[src/rtl/vram_xfer_pkg.sv]
package vram_xfer_pkg;

  // Strobes passed from the control FSM to the datapath each cycle.
  // At most one of the three is high in any cycle.
  typedef struct packed {
    logic load;    // capture position/size, clear the cursor
    logic wrStep;  // move one host word into memory
    logic rdStep;  // fetch one host word from memory
  } xferStrobe_t;

endpackage

[src/rtl/vram_xfer_ctrl.sv]
module vram_xfer_ctrl
  import vram_xfer_pkg::*;
(
  input  logic        clk,
  input  logic        rstN,
  input  logic        startValid,
  input  logic        startRead,
  input  logic        wrValid,
  input  logic        rdReq,
  input  logic        finish,
  output xferStrobe_t strobe,
  output logic        busy,
  output logic        readActive,
  output logic        done
);

  logic busyQ;
  logic isReadQ;
  logic doneQ;
  logic step;

  // A start takes priority over any word in the same cycle.
  // A word only counts when the direction matches.
  always_comb begin
    strobe.load   = startValid;
    strobe.wrStep = !startValid && busyQ && !isReadQ && wrValid;
    strobe.rdStep = !startValid && busyQ &&  isReadQ && rdReq;
    step          = strobe.wrStep || strobe.rdStep;
  end

  always_ff @(posedge clk or negedge rstN) begin
    if (!rstN) begin
      busyQ   <= 1'b0;
      isReadQ <= 1'b0;
      doneQ   <= 1'b0;
    end else begin
      doneQ <= step && finish;
      if (startValid) begin
        busyQ   <= 1'b1;
        isReadQ <= startRead;
      end else if (step && finish) begin
        busyQ <= 1'b0;
      end
    end
  end

  assign busy       = busyQ;
  assign readActive = busyQ && isReadQ;
  assign done       = doneQ;

endmodule

[src/rtl/vram_xfer_dp.sv]
module vram_xfer_dp
  import vram_xfer_pkg::*;
#(
  parameter int XW = 10,
  parameter int YW = 9,
  parameter int PW = 16,
  parameter int DW = 32,
  localparam int LANES = DW / PW,
  localparam int AW    = XW + YW,
  localparam int HALF  = DW / 2
) (
  input  logic                clk,
  input  logic                rstN,
  input  xferStrobe_t         strobe,
  input  logic [DW-1:0]       startPos,
  input  logic [DW-1:0]       startSize,
  input  logic                maskSet,
  input  logic [DW-1:0]       wrData,
  input  logic [LANES*PW-1:0] memRdata,
  output logic [LANES*AW-1:0] memAddr,
  output logic [LANES-1:0]    memWe,
  output logic [LANES-1:0]    memRe,
  output logic [LANES*PW-1:0] memWdata,
  output logic                rdValid,
  output logic [DW-1:0]       rdData,
  output logic                finish
);

  // Rectangle origin and extent, both extents stored minus one so that
  // a zero field naturally encodes the full span.
  logic [XW-1:0] baseX;
  logic [YW-1:0] baseY;
  logic [XW-1:0] widthM1;
  logic [YW-1:0] heightM1;

  // Resume cursor: column inside the row and rows already finished.
  logic [XW-1:0] col;
  logic [YW-1:0] row;

  logic [LANES-1:0] rdLaneQ;
  logic             rdValidQ;
  logic [PW-1:0]    forceBits;
  logic             unusedFields;

  // Only some bits of the command words are decoded.
  assign unusedFields = ^{startPos, startSize};
  assign forceBits    = {maskSet, {(PW-1){1'b0}}};

  // Each lane takes the cursor left by the lane before it.
  for (genvar g = 0; g < LANES; g++) begin : gLane
    logic [XW-1:0] colHere;
    logic [XW-1:0] colNext;
    logic [YW-1:0] rowHere;
    logic [YW-1:0] rowNext;
    logic          onHere;
    logic          endOfRow;
    logic          lastHere;
    logic          finAcc;
    logic [XW-1:0] px;
    logic [YW-1:0] py;

    if (g == 0) begin : gHead
      assign colHere = col;
      assign rowHere = row;
      assign onHere  = 1'b1;
      assign finAcc  = lastHere;
    end else begin : gTail
      assign colHere = gLane[g-1].colNext;
      assign rowHere = gLane[g-1].rowNext;
      assign onHere  = gLane[g-1].onHere && !gLane[g-1].lastHere;
      assign finAcc  = gLane[g-1].finAcc || (onHere && lastHere);
    end

    assign endOfRow = (colHere == widthM1);
    assign lastHere = endOfRow && (rowHere == heightM1);
    assign colNext  = endOfRow ? '0 : colHere + 1'b1;
    assign rowNext  = endOfRow ? rowHere + 1'b1 : rowHere;

    // Column and row both wrap at the memory edges by width overflow.
    assign px = baseX + colHere;
    assign py = baseY + rowHere;

    assign memAddr[g*AW +: AW]  = {py, px};
    assign memWe[g]             = strobe.wrStep && onHere;
    assign memRe[g]             = strobe.rdStep && onHere;
    assign memWdata[g*PW +: PW] = wrData[g*PW +: PW] | forceBits;
    assign rdData[g*PW +: PW]   = rdLaneQ[g] ? memRdata[g*PW +: PW] : '0;
  end

  assign finish  = gLane[LANES-1].finAcc;
  assign rdValid = rdValidQ;

  always_ff @(posedge clk or negedge rstN) begin
    if (!rstN) begin
      baseX    <= '0;
      baseY    <= '0;
      widthM1  <= '0;
      heightM1 <= '0;
      col      <= '0;
      row      <= '0;
      rdValidQ <= 1'b0;
      rdLaneQ  <= '0;
    end else begin
      rdValidQ <= strobe.rdStep;
      rdLaneQ  <= strobe.rdStep ? memRe : '0;
      if (strobe.load) begin
        baseX    <= startPos[XW-1:0];
        baseY    <= startPos[HALF +: YW];
        widthM1  <= startSize[XW-1:0] - 1'b1;
        heightM1 <= startSize[HALF +: YW] - 1'b1;
        col      <= '0;
        row      <= '0;
      end else if (strobe.wrStep || strobe.rdStep) begin
        col <= gLane[LANES-1].colNext;
        row <= gLane[LANES-1].rowNext;
      end
    end
  end

endmodule

[src/rtl/vram_xfer_streamer.sv]
module vram_xfer_streamer
  import vram_xfer_pkg::*;
#(
  parameter int XW = 10,
  parameter int YW = 9,
  parameter int PW = 16,
  parameter int DW = 32,
  localparam int LANES = DW / PW,
  localparam int AW    = XW + YW
) (
  input  logic                clk,
  input  logic                rstN,
  input  logic                startValid,
  input  logic [DW-1:0]       startPos,
  input  logic [DW-1:0]       startSize,
  input  logic                startRead,
  input  logic                maskSet,
  input  logic                wrValid,
  input  logic [DW-1:0]       wrData,
  input  logic                rdReq,
  output logic                rdValid,
  output logic [DW-1:0]       rdData,
  output logic [LANES*AW-1:0] memAddr,
  output logic [LANES-1:0]    memWe,
  output logic [LANES*PW-1:0] memWdata,
  output logic [LANES-1:0]    memRe,
  input  logic [LANES*PW-1:0] memRdata,
  output logic                busy,
  output logic                readActive,
  output logic                done
);

  xferStrobe_t strobe;
  logic        finish;

  vram_xfer_ctrl u_ctrl (
    .clk        (clk),
    .rstN       (rstN),
    .startValid (startValid),
    .startRead  (startRead),
    .wrValid    (wrValid),
    .rdReq      (rdReq),
    .finish     (finish),
    .strobe     (strobe),
    .busy       (busy),
    .readActive (readActive),
    .done       (done)
  );

  vram_xfer_dp #(
    .XW (XW),
    .YW (YW),
    .PW (PW),
    .DW (DW)
  ) u_dp (
    .clk       (clk),
    .rstN      (rstN),
    .strobe    (strobe),
    .startPos  (startPos),
    .startSize (startSize),
    .maskSet   (maskSet),
    .wrData    (wrData),
    .memRdata  (memRdata),
    .memAddr   (memAddr),
    .memWe     (memWe),
    .memRe     (memRe),
    .memWdata  (memWdata),
    .rdValid   (rdValid),
    .rdData    (rdData),
    .finish    (finish)
  );

endmodule

[config.mk]
export PLATFORM = sky130hd
export DESIGN_NAME = vram_xfer_streamer
export DESIGN_NICKNAME = d
export VERILOG_FILES = /design/src/rtl/vram_xfer_pkg.sv /design/src/rtl/vram_xfer_ctrl.sv /design/src/rtl/vram_xfer_dp.sv /design/src/rtl/vram_xfer_streamer.sv
export SDC_FILE = /design/constraint.sdc
export NUM_CORES = 1
export LEC_CHECK = 0
export BUFFER_PORTS_ARGS = -buffer_cell sky130_fd_sc_hd__buf_2
export CAP_MARGIN = 25
export CORE_AREA = 5 5 127 129
export DETAILED_ROUTE_END_ITERATION = 10
export DIE_AREA = 0 0 132 134
export HOLD_SLACK_MARGIN = 0.05
export PLACE_DENSITY = 0.7
export SLEW_MARGIN = 10
export SYNTH_ARGS = -nofsm -noshare
export SYNTH_HDL_FRONTEND = slang
export SYNTH_HIERARCHICAL = 1
export SYNTH_SLANG_ARGS = --single-unit
export TNS_END_PERCENT = 20
[constraint.sdc]
create_clock -name clk -period 8.9 [get_ports clk]
set_input_delay 1.78 -clock clk [delete_from_list [all_inputs] [get_ports clk]]
set_output_delay 1.78 -clock clk [all_outputs]
set_load 0.01 [all_outputs]
Yosys cells after proc, flatten, opt, wreduce, memory -nomap -nowiden
Index checks and enable logic that the tools add are counted.

Flip-flop bits (word level): 63. Latch bits: 0. Memory bits (writable): 0. Memory bits (read-only): 0. Input port bits: 135. Output and inout bits: 110. Logic and storage cells: 59. Memories kept: 0.

$add $sub $neg: 10. $mul: 0. Divide/modulo/power cells: 0. $lt $le $gt $ge: 0. Equality and inequality tests: 4. Shift operators: 0. Mux-type cells: 13. Bitwise logic cells: 2. Reductions and logical operators: 19.

Operators with widths (number): $mux W10 (4); $mux W9 (4); $mux W16 (2); $or A16 B16 Y16 (2); $add A10 B1 Y10 const B (2); $add A10 B10 Y10 (2); $eq A10 B10 Y1 (2); $add A9 B1 Y9 const B (2); $add A9 B9 Y9 (2); $eq A9 B9 Y1 (2); $logic_and A1 B1 Y1 (12); $sub A10 B1 Y10 const B (1); $sub A9 B1 Y9 const B (1); $reduce_bool A2 Y1 (2); $logic_not A1 Y1 (3); $logic_or A1 B1 Y1 (2); $mux W1 (2); $mux W2 (1).

Longest topological paths before layout
Gate-level depths: netlist (run 1).

Depth in word-level cells: 9. Depth in mapped cells: 17. Gate-level depth less buffers: 15.

Cells and area by module
Netlist (run 1), hierarchy kept.

By module, submodules not included: vram_xfer_dp (times used 1, cells each 677, area each 5818.1 um^2, seq. area each 1476.4 um^2); vram_xfer_ctrl (times used 1, cells each 14, area each 153.9 um^2, seq. area each 75.1 um^2).

Worst setup path after synthesis (run 1)
OpenSTA, ideal clock, no wires.

Path kind: register to output. From: reg u_dp.col[3]. To: out memAddr[27]. Arrival time: 3.774 ns. Data required time: 7.120 ns. Path slack: 3.346 ns. Cell stages (with the launch flop): 18. Path buffers: 3. Path through: dfrtp_1 > buf_6 > xor2_1 > or4_4 > nor3_4 > clkbuf_1 > clkbuf_1 > nor2_1 > ha_1 > ha_1 > a21oi_1 > o21ai_0 > a22oi_1 > a21oi_1 > a31o_2 > a21o_1 > mux2i_1 > nand3_1.

Longest elaborated chain between the ends: 3. Elaborated cells between the ends (all ways): 4. Those cells by class: add/sub (2); eq/ne (1); mux (1).

RTL lines: from (decl) (RTL line vram_xfer_dp.sv:37) `logic [XW-1:0] col;`; from (signal assigned) (RTL line vram_xfer_dp.sv:114) `col <= gLane[LANES-1].colNext;`; $add A10 B1 Y10 / $eq A10 B10 Y1 (equally long branches) (RTL line vram_xfer_dp.sv:76, vram_xfer_dp.sv:74); $mux W10 (*) (RTL line vram_xfer_dp.sv:76) `assign colNext = endOfRow ? '0 : colHere + 1'b1;`; $add A10 B10 Y10 (*) (RTL line vram_xfer_dp.sv:80) `assign px = baseX + colHere;`; to (decl) (RTL line vram_xfer_streamer.sv:23) `output logic [LANES*AW-1:0] memAddr,`.

Mark *: on every way between the ends. The rest lies on a longest branch, timed or not.

Worst setup path in the final report (run 1)
From: reg u_dp.col[4]. To: out memAddr[37].

Longest elaborated chain between the ends: 3.

RTL lines: $eq A10 B10 Y1 (RTL line vram_xfer_dp.sv:74) `assign endOfRow = (colHere == widthM1);`; $mux W9 (RTL line vram_xfer_dp.sv:77) `assign rowNext = endOfRow ? rowHere + 1'b1 : rowHere;`; $add A9 B9 Y9 (RTL line vram_xfer_dp.sv:81) `assign py = baseY + rowHere;`.

No other way between the ends.

==> results of run 1 <==
## final cells by class
class,instances,share of cell area [%]
clock buffer,13,3.75
sequential,62,22.4
timing repair buffer,161,11.7
tap,188,3.39
multi-input combinational,538,56.7
clock inverter,1,0.433
inverter,30,1.62
## worst reg2reg max path: stages, from the launching register on
cell and delay [ns]:
sky130_fd_sc_hd__dfrtp_1 0.48, sky130_fd_sc_hd__xor2_1 0.20, sky130_fd_sc_hd__nor4_1 0.48, sky130_fd_sc_hd__nand3_1 0.58, sky130_fd_sc_hd__a211oi_1 0.40, sky130_fd_sc_hd__a211oi_1 0.12, sky130_fd_sc_hd__or3_4 0.48, sky130_fd_sc_hd__o41ai_1 0.58
sky130_fd_sc_hd__nor3b_1 0.42
## final timing paths
kind,endpoint,slack (ns),cells after the start
setup / recovery,memAddr[37],2.65,17
hold / removal,u_dp/baseX[0],0.55,1
setup reg to reg,u_ctrl/done,5.00,8
hold reg to reg,u_dp/baseX[0],0.55,1
max in group asynchronous,u_dp/heightM1[3],6.71,2
min in group asynchronous,u_dp/baseX[4],1.63,2
## sequential cells by signal, summed over array words and instances (netlist names), 2 cells and up
| signal | count |
|---|---|
| u_dp/rdLaneQ | 2 |
| u_dp/widthM1 | 10 |
| u_dp/col | 10 |
| u_dp/heightM1 | 9 |
| u_dp/baseX | 10 |
| u_dp/gLane.rowHere | 9 |
| u_dp/baseY | 9 |
## cell families (layout without fill, tap and decap cells)
kind of cell | count (synthesis) | after routing
flops | 62 | 62
fa+ha+maj | 42 | 42
simple gates | 245 | 245
xor+xnor | 97 | 97
buf+inv | 91 | 205
mux | 33 | 33
compound gates | 121 | 121
## layer usage
metal | up-vias | part of all wire, %
met3 | 14 | 7.1
met4 | 0 | 1.0
met2 | 222 | 51
li1 | 2616 | -
met1 | 2403 | 40
met5 | - | 0
## stage by stage
stage                     hold slack, ns  util [%]  worst slack (ns)
after floorplan                    0.508         -              3.35
after global placement             0.535      44.6              3.08
after detailed placement           0.542      44.6              3.02
after CTS                          0.552      46.5              2.66
after global routing               0.560      46.5              2.31
final                              0.553      46.5              2.65
## layout by cell type, fill, tap and decap left out, drive strengths merged, types with 7 or more instances in the layout
cell / synthesis / final
nor4: 12 / 12
nor2: 57 / 57
nand3: 22 / 22
inv: 30 / 30
a21o: 8 / 8
o21ai: 19 / 19
nor3: 15 / 15
xor2: 40 / 40
a21oi: 39 / 39
nand4: 10 / 10
mux2: 26 / 26
nand2: 33 / 33
ha: 38 / 38
buf: 40 / 161
mux2i: 7 / 7
clkbuf: 21 / 13
nor2b: 10 / 10
dfrtp: 62 / 62
and2: 44 / 44
nand2b: 8 / 8
xnor2: 54 / 54
## power by group through the flow
stage | Clock [mW] | Combinational, mW | Sequential, mW
after CTS | 0.353 | 0.208 | 0.327
after detailed placement | 0 | 0.207 | 0.332
after global placement | 0 | 0.204 | 0.331
after global routing | 0.367 | 0.229 | 0.331
after floorplan | 0 | 0.149 | 0.323
final | 0.347 | 0.205 | 0.328
==> results by stage, run 1 <==
Cells and area:
- The area growth from synthesis to layout is 16.2%.
- The post-layout instance area is 0.00694 mm².
- The post-route netlist has 26.3% of its cells at a drive strength greater than 1.
- After the last flow step, the layout net total stands at ~1000.
- Excluding fillers, the count of instances in the completed layout stands at a little under 1000.
- The footprint of the flip-flops and latches is 0.00155 mm².
- The multi-input combinational cells in the finished layout cover a total of between 0.003 and 0.004 mm².
- The number of fill cells in the layout is between 1000 and 1500.
- 0 antenna diodes ended up in the layout.

Critical path:
- The largest single stage delay on the critical path is about 0.62 ns.
- The top cell family by delay on the critical path is simple AND/OR/NAND/NOR gates.
- STA classifies the critical path endpoint as an output port.
- The nature of the critical path startpoint is a flop.
- The worst reg2reg path startpoint is u_dp/col[3].
- The critical path class is reg2out.
- Walking the worst path, the cells encountered are xor2_1 > or4_4 > nor3_4 > buf_4 > nand2_1 > xor2_1 > inv_1 > ha_1 > a21oi_1 > nor2_1 > nor2_1 > o21bai_1 > a21oi_1 > o21bai_1 > a21oi_1 > xnor2_1 > buf_2.
- The startpoint of the most critical setup path is u_dp/col[4].
- STA puts the critical path data required time at roughly 7 ns.
- The count of buffer and inverter cells on the critical path is 3.
- The cell that appears most often on the critical path is sky130_fd_sc_hd__a21oi_1.
- The data arrival time of the critical path is 4.47 ns.
- The slowest cell on the critical path is sky130_fd_sc_hd__or4_4.
- The top fanout value on the critical path is 22.

Hold path:
- The hold path startpoint is u_dp/baseX[0].
- The min-delay analysis places its worst path in the category reg2reg.

Global routing:
- The met2 usage in global routing is a little over a third.
- Entering global routing, the biggest net connects 79 pins.
- The number of antenna violations at the first check in global routing came to 0.
- Summed over all layers, the global routing overflow is 0.
- The first global-routing pass estimated 27400 µm of wire.
- The met3 track demand over resource in global routing is around 4.2%.
- The global routing stage identified its most utilized layer as met2.
- The overall track demand over capacity in global routing is between 10% and 20%.
- The via count of the first global-routing pass came to 5054.
- In the global route stage, met1 resource usage came out at between 20% and 30%.

Power and ir drop:
- The worst-case IR drop observed on VDD is roughly 0.000082 V.
- The internal portion of the total power is 0.626 mW.
- The net load switching power is 0.254 mW.
- Of the total power, registers draw between 30% and 40%.
- The cell area power density is ~130 mW/mm².
- The overall power is around 0.9 mW.
- The logic gate share of total power is 23.3%.
- The leakage power figure is ~3.3 nW.
- Of the total power, the share spent switching nets is just under 30%.
- Per report_power, the clock group accounts for approximately two fifths of the total.

Clock network:
- The post-CTS setup-driven buffer insertion count is 0.
- The CTS H-tree depth is 3.
- Clock-pin slew was measured on the worst setup and hold paths at approximately 0.05 ns.
- TritonCTS created 9 clock buffers.
- For this design, the CTS-stage hold fixing added 0 buffers.
- The buffer levels on the longest clock path is 2.
- For the worst-skew pair, the clock arrives at the later sink with an insertion delay of 0.33 ns.
- TritonCTS built the clock tree.
- Clock tree synthesis found a total of between 60 and 70 sinks.
- Clock tree synthesis selected as its root buffer the cell sky130_fd_sc_hd__clkbuf_16.
- Gates resized during post-CTS repair numbered 0.

Yosys:
- The most numerous cell in the Yosys netlist is sky130_fd_sc_hd__dfrtp_1.
- The area share of the leading cell type in the synthesized netlist is about a quarter.
- The fraction of the mapped netlist area in compound gates is about an eighth.
- The fraction of the mapped netlist area in simple logic gates is 22.5%.
- When the netlist entered floorplanning its net count stood at 867.
- The dominant register cell in the synthesized netlist is sky130_fd_sc_hd__dfrtp_1.
- The synthesized area per cell is roughly 8.6 µm².
- The commonest cells after synthesis are sky130_fd_sc_hd__dfrtp_1 (62), sky130_fd_sc_hd__nor2_1 (57), sky130_fd_sc_hd__xnor2_1 (54).
- The portion of the post-synthesis area used by sequential elements is between 20% and 30%.
- The synthesized design contains 62 register bits.
- The count of flip-flops with a built-in enable after synthesis is 0.
- Sorting the synthesized cells by area gives the leading types as sky130_fd_sc_hd__dfrtp_1 (26%), sky130_fd_sc_hd__ha_1 (8.0%), sky130_fd_sc_hd__xnor2_1 (7.9%).
- The multiplexer fraction of the synthesized cell area is under 10%.
- The Yosys step of the flow raised 6 warnings.
- The number of unique standard cell types used by synthesis is 60.
- Of all flip-flops after synthesis, the portion carrying an async set or reset was 100%.
- The netlist area before placement is between 0.005 and 0.006 mm².
- Synthesis produced between 600 and 700 cells.
- The leading area contributor after synthesis is sky130_fd_sc_hd__dfrtp_1.
- The share of the synthesized netlist area taken by xor and xnor gates is 14.9%.
- By area, the combinational part of the netlist is dominated by simple AND/OR/NAND/NOR gates.
- After Yosys synthesis, full adders, half adders and majority gates account for a little over 9% of the synthesized area.

Floorplan:
- For this design the top-level I/O count stands at 245.
- Once the floorplan was initialized, standard cells occupied between 40% and 50% of the core.
- The number of cell rows is 45.
- Measured along the x axis, the die boundary spans about 130 µm.
- Measured along the y axis, the die boundary spans about 130 µm.
- The region available for standard cell placement spans approximately 0.015 mm².
- The area of the die is about 0.018 mm².

Drt:
- The routed wire length is 17600 µm.
- The routed via count is approximately 5300.
- After detailed routing, the average wire length per cell comes to ~18 µm.
- The number of nets with antenna violations after routing is 0.
- The DRC marker count from the first detailed-route iteration is approximately 330.
- The first detailed-routing pass took 5 iterations.
- The post-route DRC violation count is 0.
- After detailed routing, the number of vias per cell comes to approximately 5.3.

Timing:
- Setup repair after global routing left no endpoint under its margin.
- The top achievable clock speed is between 150 and 200 MHz.
- The worst clock skew on the final layout is about 0.0095 ns.
- The number of pins with negative max-slew slack in the final report is 0.
- The smallest clock period supported by the final layout is computed as roughly 6.2 ns.
- Of the available clock period, the critical path in the final layout requires a little over two thirds.
- Adding up every negative setup slack in the final design gives 0 ns.
- At the pin with the least slew margin, the transition time is a little under 1 ns.
- Headroom to the max-slew limit came out at between 30% and 40%.
- The number of setup violations in the final report is 0.
- The final hold violation count is 0.

Place:
- The weighted congestion at the end of routability-driven global placement is ~0.91.
- The count of placed standard cells including taps is slightly below 1000.
- In this run the tool buffered the top-level ports with roughly 160 buffer cells.
- The placed wire-length estimate is 14200 µm.
- After detailed placement, the total cell area comes to 0.00665 mm².

Status:
- The flow ran to the end, and the final reports show no timing, DRC or antenna violations.

Job:
- Across the run, the number of max-cap violations was 0.
Power figures use the tool's default switching activity.
==> inputs of run 2 (changes only) <==
==> constraint.sdc (replaced) <==
create_clock -name clk -period 6.3 [get_ports clk]
set_input_delay 1.26 -clock clk [delete_from_list [all_inputs] [get_ports clk]]
set_output_delay 1.26 -clock clk [all_outputs]
set_load 0.01 [all_outputs]
==> results by stage, run 2 (synthesis results as in run 1) <==
Critical path:
- The nature of the critical path startpoint was a flop (unchanged).
- The data arrival time of the critical path is 4.21 ns (was 4.47 ns).
- The required time reported for the critical path endpoint was 5.04 ns (was 7.12 ns).
- The endpoint kind of the worst setup timing path is an output port (unchanged).
- The top fanout value on the critical path is 21 (was 22).
- CP Cell Sequence: xor2_1 > or4_4 > nor3_4 > buf_4 > nor2_1 > ha_1 > ha_1 > a21oi_1 > o21ai_0 > a22oi_1 > a21oi_1 > a31o_2 > a21o_1 > mux2i_1 > nand3_1 > buf_2 (was xor2_1 > or4_4 > nor3_4 > buf_4 > nand2_1 > xor2_1 > inv_1 > ha_1 > a21oi_1 > nor2_1 > nor2_1 > o21bai_1 > a21oi_1 > o21bai_1 > a21oi_1 > xnor2_1 > buf_2).
- The worst reg2reg path startpoint is u_dp/col[4] (was u_dp/col[3]).
- The slowest cell on the critical path is sky130_fd_sc_hd__or4_4 (unchanged).
- The startpoint of the most critical setup path was u_dp/col[4] (unchanged).
- The critical path class was reg2out (unchanged).
- The worst stage delay on the critical path was 0.62 ns (about the same).

Floorplan:
- The number of cell rows came to 45 (unchanged).
- The die extent in y came to 134 µm (unchanged).
- The number of primary I/O pins is 245 (unchanged).
- The die boundary width came to 132 µm (unchanged).
- The area of the die is 0.0177 mm² (unchanged).
- The floorplan core area is 0.0149 mm² (unchanged).
- The initial standard-cell utilization of the core is 40.0% (unchanged).

Cells and area:
- The final standard cell utilization of the core is 46.6% (was 46.5%).
- The number of fill cells in the layout came to 1486 (was 1455).
- The post-layout instance area is 0.00695 mm² (was 0.00694 mm²).
- The commonest non-fill, non-tap cell in the layout is sky130_fd_sc_hd__buf_2 (unchanged).
- The final cell count without fillers is 996 (was 993).
- The total inserted antenna cells came to 0 (unchanged).
- The share of layout cells above drive strength 1 is 26.7% (was 26.3%).
- The layout-stage area growth over the synthesis result was 16.3% (was 16.2%).
- The final net count is 979 (was 978).
- Biggest regs: u_dp/baseX x10, u_dp/col x10, u_dp/widthM1 x10 (unchanged).
- Most used cells in the layout excluding fill and tap cells: sky130_fd_sc_hd__buf_2 (158), sky130_fd_sc_hd__dfrtp_1 (62), sky130_fd_sc_hd__nor2_1 (57) (unchanged).

Timing:
- The pin slew with the least headroom to its limit was 0.924 ns (was 0.977 ns).
- The headroom to the max-slew limit is 38.2% (was 34.6%).
- The final hold violation count is 0 (unchanged).
- The worst clock skew on the final layout is 0.00929 ns (was 0.00949 ns).
- The number of setup violations in the final report is 0 (unchanged).
- The final worst hold slack is 0.554 ns (was 0.553 ns).
- The final critical path takes up between 80% and 90% of the cycle.
- The summed negative setup slack over all endpoints was 0 ns (unchanged).
- The least setup slack across all paths after layout is 0.828 ns (was 2.65 ns).
- For this run, the top clock speed supported by timing is 183 MHz.
- The clock period could shrink to ~5.5 ns.
- The number of pins with negative max-slew slack in the final report is 0 (unchanged).
- Unrepaired setup endpoints after global routing: no (unchanged).

Drt:
- The post-route DRC violation count is 0 (unchanged).
- The number of iterations in the first detailed-routing pass is 5 (unchanged).
- The routed length on met1 was 7090 µm (about the same).
- The DRC marker count from the first detailed-route iteration is 246 (was 326).
- The via-per-instance ratio is 5.36 (was 5.29).
- The detailed-routed wire length on met2 is 9010 µm (was 9060 µm).
- The highest layer used for signal routing was met4 (unchanged).
- The routed length on met3 came to 1180 µm (was 1250 µm).
- The number of nets with antenna violations after routing was 0 (unchanged).
- The routed via count was 5337 (was 5255).
- The detailed-route wire length per cell is 17.6 µm (was 17.7 µm).
- The routed wire length is 17500 µm (was 17600 µm).

Clock network:
- The CTS tree is built (unchanged).
- The worst-skew pair later-pin latency is 0.33 ns (about the same).
- The number of gates resized after CTS was 0 (unchanged).
- The number of sinks on the clock net is 62 (unchanged).
- The hold buffer count at cts is 0 (unchanged).
- The post-CTS setup-driven buffer insertion count is 0 (unchanged).
- The CTS H-tree depth is 3 (unchanged).
- The number of buffers inserted during clock tree synthesis is 9 (unchanged).
- The buffer levels on the longest clock path came to 2 (unchanged).
- The post-CTS clock slew at the launch and capture registers of the worst setup and hold paths is 0.05 ns (about the same).
- The buffer type at the clock tree root is sky130_fd_sc_hd__clkbuf_16 (unchanged).

Place:
- The placed standard-cell area was 0.00666 mm² (was 0.00665 mm²).
- The number of buffer cells added on primary ports is 158 (unchanged).
- The count of placed standard cells including taps is 980 (was 979).
- The pre-CTS worst setup slack is 1.20 ns (was 3.02 ns).
- The weighted congestion at the end of routability-driven global placement is 0.884 (was 0.908).
- The placed wire-length estimate is 14200 µm (about the same).

Global routing:
- The overall track demand over capacity in global routing was 19.6% (was 19.2%).
- The via count of the first global-routing pass is 5134 (was 5054).
- The number of antenna violations at the first check in global routing is 0 (unchanged).
- The largest net degree at the start of global routing is 78 (was 79).
- The overflow left after global routing is 0 (unchanged).
- The global-route wire length before repair is 28100 µm (was 27400 µm).

Power and ir drop:
- The worst ir drop on vdd is 0.000118 V (was 0.0000821 V).
- The leakage power figure is 3.34 nW (was 3.33 nW).
- The overall power was 1.22 mW (was 0.879 mW).
- The cell area power density came to 176 mW/mm² (was 127 mW/mm²).

Job:
- The total of max-cap violations came to 0 (unchanged).

Status:
- Result of the run: finished, final reports clean (unchanged).

Hold path:
- The class of the tightest hold or removal check is reg2reg (unchanged).
- The hold path startpoint is u_dp/baseX[0] (unchanged).
==> run 2: worst paths after layout <==
kind	end	slack (ns)	cells past startpoint
worst max-delay path	memAddr[27]	0.83	16
worst min-delay path	u_dp/baseX[0]	0.55	1
worst max register to register	u_ctrl/done	2.32	9
worst min register to register	u_dp/baseX[0]	0.55	1
max in group asynchronous	u_dp/gLane[0].rowHere[0]	4.63	2
min in group asynchronous	u_dp/baseX[7]	1.11	2
==> run 2: per-layer routing <==
metal  vias to the layer above  track usage [%]
met5                         -            0.556
li1                       2615                -
met2                       208             35.7
met4                         0             5.26
met1                      2502             23.6
met3                        12             3.49
==> run 2: worst max-delay path: cells and delay by family, from the launching register on <==
family / cells / cell delay [ns]
flip-flops: 1 / 0.48
multiplexers: 1 / 0.15
adder cells (fa/ha/maj): 2 / 0.46
AO/OA/AOI/OAI: 6 / 1.02
AND/OR/NAND/NOR: 4 / 1.10
buffers and inverters: 2 / 0.47
XOR/XNOR: 1 / 0.20
==> run 2: power breakdown <==
part | switching, mW | internal [mW] | total, mW
Sequential | 0.0370 | 0.426 | 0.463
Clock | 0.174 | 0.297 | 0.471
Combinational | 0.155 | 0.135 | 0.290
Total | 0.366 | 0.858 | 1.22
==> run 2: final cells by class <==
cell class / count / area [µm²] / area share (%)
repair buffers: 162 / 821 / 11.8
clock inverters: 3 / 17.5 / 0.252
inverters: 30 / 113 / 1.62
well taps: 188 / 235 / 3.39
multi-input cells: 538 / 3940 / 56.7
flip-flops and latches: 62 / 1550 / 22.3
clock buffers: 13 / 270 / 3.89
==> inputs of run 3 (changes only) <==
--- a/config.mk
+++ b/config.mk
@@ -5,13 +5,13 @@
 export SDC_FILE = /design/constraint.sdc
 export NUM_CORES = 1
 export LEC_CHECK = 0
-export BUFFER_PORTS_ARGS = -buffer_cell sky130_fd_sc_hd__buf_2
 export CAP_MARGIN = 25
 export CORE_AREA = 5 5 127 129
 export DETAILED_ROUTE_END_ITERATION = 10
 export DIE_AREA = 0 0 132 134
+export DONT_BUFFER_PORTS = 1
 export HOLD_SLACK_MARGIN = 0.05
-export PLACE_DENSITY = 0.7
+export PLACE_DENSITY = 0.56
 export SLEW_MARGIN = 10
 export SYNTH_ARGS = -nofsm -noshare
 export SYNTH_HDL_FRONTEND = slang
==> results by stage, run 3 (synthesis results as in run 1) <==
Floorplan:
- The number of cell rows was 45 (unchanged).
- The number of primary I/O pins is 245 (unchanged).
- The initial standard-cell utilization of the core is 40.0% (unchanged).
- The die boundary width is 132 µm (unchanged).
- The area of the die came to 0.0177 mm² (unchanged).
- The floorplan core area is 0.0149 mm² (unchanged).
- The die extent in y is 134 µm (unchanged).

Cells and area:
- The final cell count without fillers is 836 (was 996).
- The number of fill cells in the layout was 1466 (was 1486).
- The commonest non-fill, non-tap cell in the layout is sky130_fd_sc_hd__dfrtp_1 (was sky130_fd_sc_hd__buf_2).
- The area occupied by multi-input gates is 0.00394 mm² (unchanged).
- The share of layout cells above drive strength 1 is 8.49% (was 26.7%).
- The total inserted antenna cells is 0 (unchanged).
- The final standard cell utilization of the core is 41.0% (was 46.6%).
- The footprint of the flip-flops and latches is 0.00155 mm² (unchanged).
- Most used cells in the layout excluding fill and tap cells: sky130_fd_sc_hd__dfrtp_1 (62), sky130_fd_sc_hd__nor2_1 (57), sky130_fd_sc_hd__xnor2_1 (54) (was sky130_fd_sc_hd__buf_2 (158), sky130_fd_sc_hd__dfrtp_1 (62), sky130_fd_sc_hd__nor2_1 (57)).
- The layout-stage area growth over the synthesis result is 2.51% (was 16.3%).
- The final net count is 819 (was 979).
- Biggest regs: u_dp/baseX x10, u_dp/col x10, u_dp/widthM1 x10 (unchanged).
- The post-layout instance area is 0.00612 mm² (was 0.00695 mm²).

Clock network:
- The number of buffers inserted during clock tree synthesis is 9 (unchanged).
- The post-CTS clock slew at the launch and capture registers of the worst setup and hold paths is 0.06 ns (was 0.05 ns).
- The number of gates resized after CTS is 0 (unchanged).
- The buffer type at the clock tree root is sky130_fd_sc_hd__clkbuf_16 (unchanged).
- The worst-skew pair later-pin latency is 0.34 ns (was 0.33 ns).
- The CTS tree is built (unchanged).
- The buffer levels on the longest clock path was 2 (unchanged).
- The hold buffer count at cts came to 0 (unchanged).
- The post-CTS setup-driven buffer insertion count is 0 (unchanged).
- The number of sinks on the clock net is 62 (unchanged).
- The CTS H-tree depth is 3 (unchanged).

Timing:
- The headroom to the max-slew limit was 34.7% (was 38.2%).
- The number of pins with negative max-slew slack in the final report came to 0 (unchanged).
- The final critical-path required period is 5.55 ns (was 5.47 ns).
- The final hold violation count is 0 (unchanged).
- The summed negative setup slack over all endpoints came to 0 ns (unchanged).
- The pin slew with the least headroom to its limit is 0.975 ns (was 0.924 ns).
- The number of setup violations in the final report is 0 (unchanged).
- Unrepaired setup endpoints after global routing: no (unchanged).
- The portion of the clock cycle consumed by the worst path in the final layout came to 88.2% (was 86.9%).
- The worst clock skew on the final layout is 0.00968 ns (was 0.00929 ns).
- The top achievable clock speed is 180 MHz (was 183 MHz).

Job:
- The total of max-cap violations is 0 (unchanged).

Critical path:
- The worst stage delay on the critical path is 0.60 ns (was 0.62 ns).
- The reg-to-reg endpoint is u_ctrl/busy (was u_ctrl/done).
- The setup slack on the worst flop-to-flop path is 2.21 ns (was 2.32 ns).
- The startpoint of the most critical setup path is u_dp/col[3] (was u_dp/col[4]).
- The required time reported for the critical path endpoint came to 5.04 ns (about the same).
- The worst reg2reg path startpoint is u_dp/col[3] (was u_dp/col[4]).
- The slowest cell on the critical path is sky130_fd_sc_hd__or4_4 (unchanged).
- The path depth of the worst reg2reg path is 10 (was 9).
- CP Cell Sequence: xor2_1 > or4_4 > nor3_4 > buf_4 > nor2_1 > ha_1 > ha_1 > a21oi_1 > o21ai_0 > a22oi_1 > a21oi_1 > a31o_2 > a21o_1 > mux2i_1 > nand3_1 (was xor2_1 > or4_4 > nor3_4 > buf_4 > nor2_1 > ha_1 > ha_1 > a21oi_1 > o21ai_0 > a22oi_1 > a21oi_1 > a31o_2 > a21o_1 > mux2i_1 > nand3_1 > buf_2).
- The endpoint kind of the worst setup timing path is an output port (unchanged).
- The top fanout value on the critical path is 20 (was 21).
- The nature of the critical path startpoint is a flop (unchanged).
- The critical path class is reg2out (unchanged).
- The data arrival time of the critical path is 4.29 ns (was 4.21 ns).

Drt:
- The DRC marker count from the first detailed-route iteration was 317 (was 246).
- The detailed-route wire length per cell is 20.7 µm (was 17.6 µm).
- The number of iterations in the first detailed-routing pass is 5 (unchanged).
- The routed wire length is 17300 µm (was 17500 µm).
- The post-route DRC violation count is 0 (unchanged).
- The routed via count is 4811 (was 5337).
- The via-per-instance ratio was 5.75 (was 5.36).
- The number of nets with antenna violations after routing is 0 (unchanged).

Hold path:
- The class of the tightest hold or removal check is reg2reg (unchanged).
- The hold path startpoint is u_dp/heightM1[3] (was u_dp/baseX[0]).
- The worst hold path depth is 2 (was 1).
- The terminating pin of the worst hold path is u_dp/heightM1[3] (was u_dp/baseX[0]).

Power and ir drop:
- The leakage power figure is 2.64 nW (was 3.34 nW).
- The worst ir drop on vdd is 0.000117 V (was 0.000118 V).
- The cell area power density is 186 mW/mm² (was 176 mW/mm²).
- The overall power is 1.14 mW (was 1.22 mW).

Place:
- The placed wire-length estimate was 13800 µm (was 14200 µm).
- The placed standard-cell area is 0.00585 mm² (was 0.00666 mm²).
- The number of buffer cells added on primary ports is 0 (was 158).
- The weighted congestion at the end of routability-driven global placement is 0.873 (was 0.884).
- The count of placed standard cells including taps is 820 (was 980).

Status:
- Result of the run: finished, final reports clean (unchanged).

Global routing:
- The overflow left after global routing is 0 (unchanged).
- The overall track demand over capacity in global routing is 19.0% (was 19.6%).
- The global-route wire length before repair was 26900 µm (was 28100 µm).
- The largest net degree at the start of global routing is 79 (was 78).
- The via count of the first global-routing pass came to 4785 (was 5134).
- The number of antenna violations at the first check in global routing is 0 (unchanged).
-- run 3: changes by cell type in the layout (fill, tap and decap cells not counted), sizes merged --
cell,change
clkbuf,-1
buf,-160
clkinv,+1
-- run 3: cell type report --
cell class              count  share of cell area, %
clock inverters             4                  0.368
inverters                  30                   1.84
clock buffers              12                   4.03
multi-input cells         538                   64.3
repair buffers              2                  0.245
flip-flops and latches     62                   25.3
well taps                 188                   3.84
-- run 3: report_power, final --
part / leakage, nW / switching (mW) / total (mW) / internal (mW)
sequential: 0.763 / 0.0378 / 0.464 / 0.426
combinational: 1.75 / 0.125 / 0.218 / 0.0930
clock: 0.132 / 0.180 / 0.455 / 0.275
-- run 3: worst max-delay path, delay by kind of cell, from the launching register on --
kind	cells	cell delay (ns)
flip-flops	1	0.50
AND/OR/NAND/NOR	4	1.23
multiplexers	1	0.15
adder cells (fa/ha/maj)	2	0.46
buffers and inverters	1	0.33
XOR/XNOR	1	0.20
AO/OA/AOI/OAI	6	1.06
-- run 3: how the worst max path moves through the flow --
stage | endpoint | slack, ns | depth (start not counted)
after floorplan | memAddr[27] | 1.27 | 17
after global placement | memAddr[26] | 1.22 | 10
after detailed placement | memAddr[27] | 1.17 | 15
after CTS | memAddr[27] | 0.79 | 15
after global routing | memAddr[37] | 0.57 | 15
final | memAddr[27] | 0.75 | 15
-- run 3: through the flow --
step                setup WS (ns)  hold slack [ns]
floorplan                    1.27            0.508
global placement             1.22            0.529
detailed placement           1.17            0.547
CTS                         0.794            0.562
global route                0.569            0.573
finish                      0.745            0.560
-- run 3: per-layer routing --
| layer | wire, µm | global-route usage, % | vias up |
|---|---|---|---|
| met2 | 8070 | 30.8 | 224 |
| li1 | - | - | 2298 |
| met5 | 0 | 0 | - |
| met4 | 274 | 6.46 | 0 |
| met3 | 1580 | 5.81 | 22 |
| met1 | 7420 | 24.2 | 2267 |
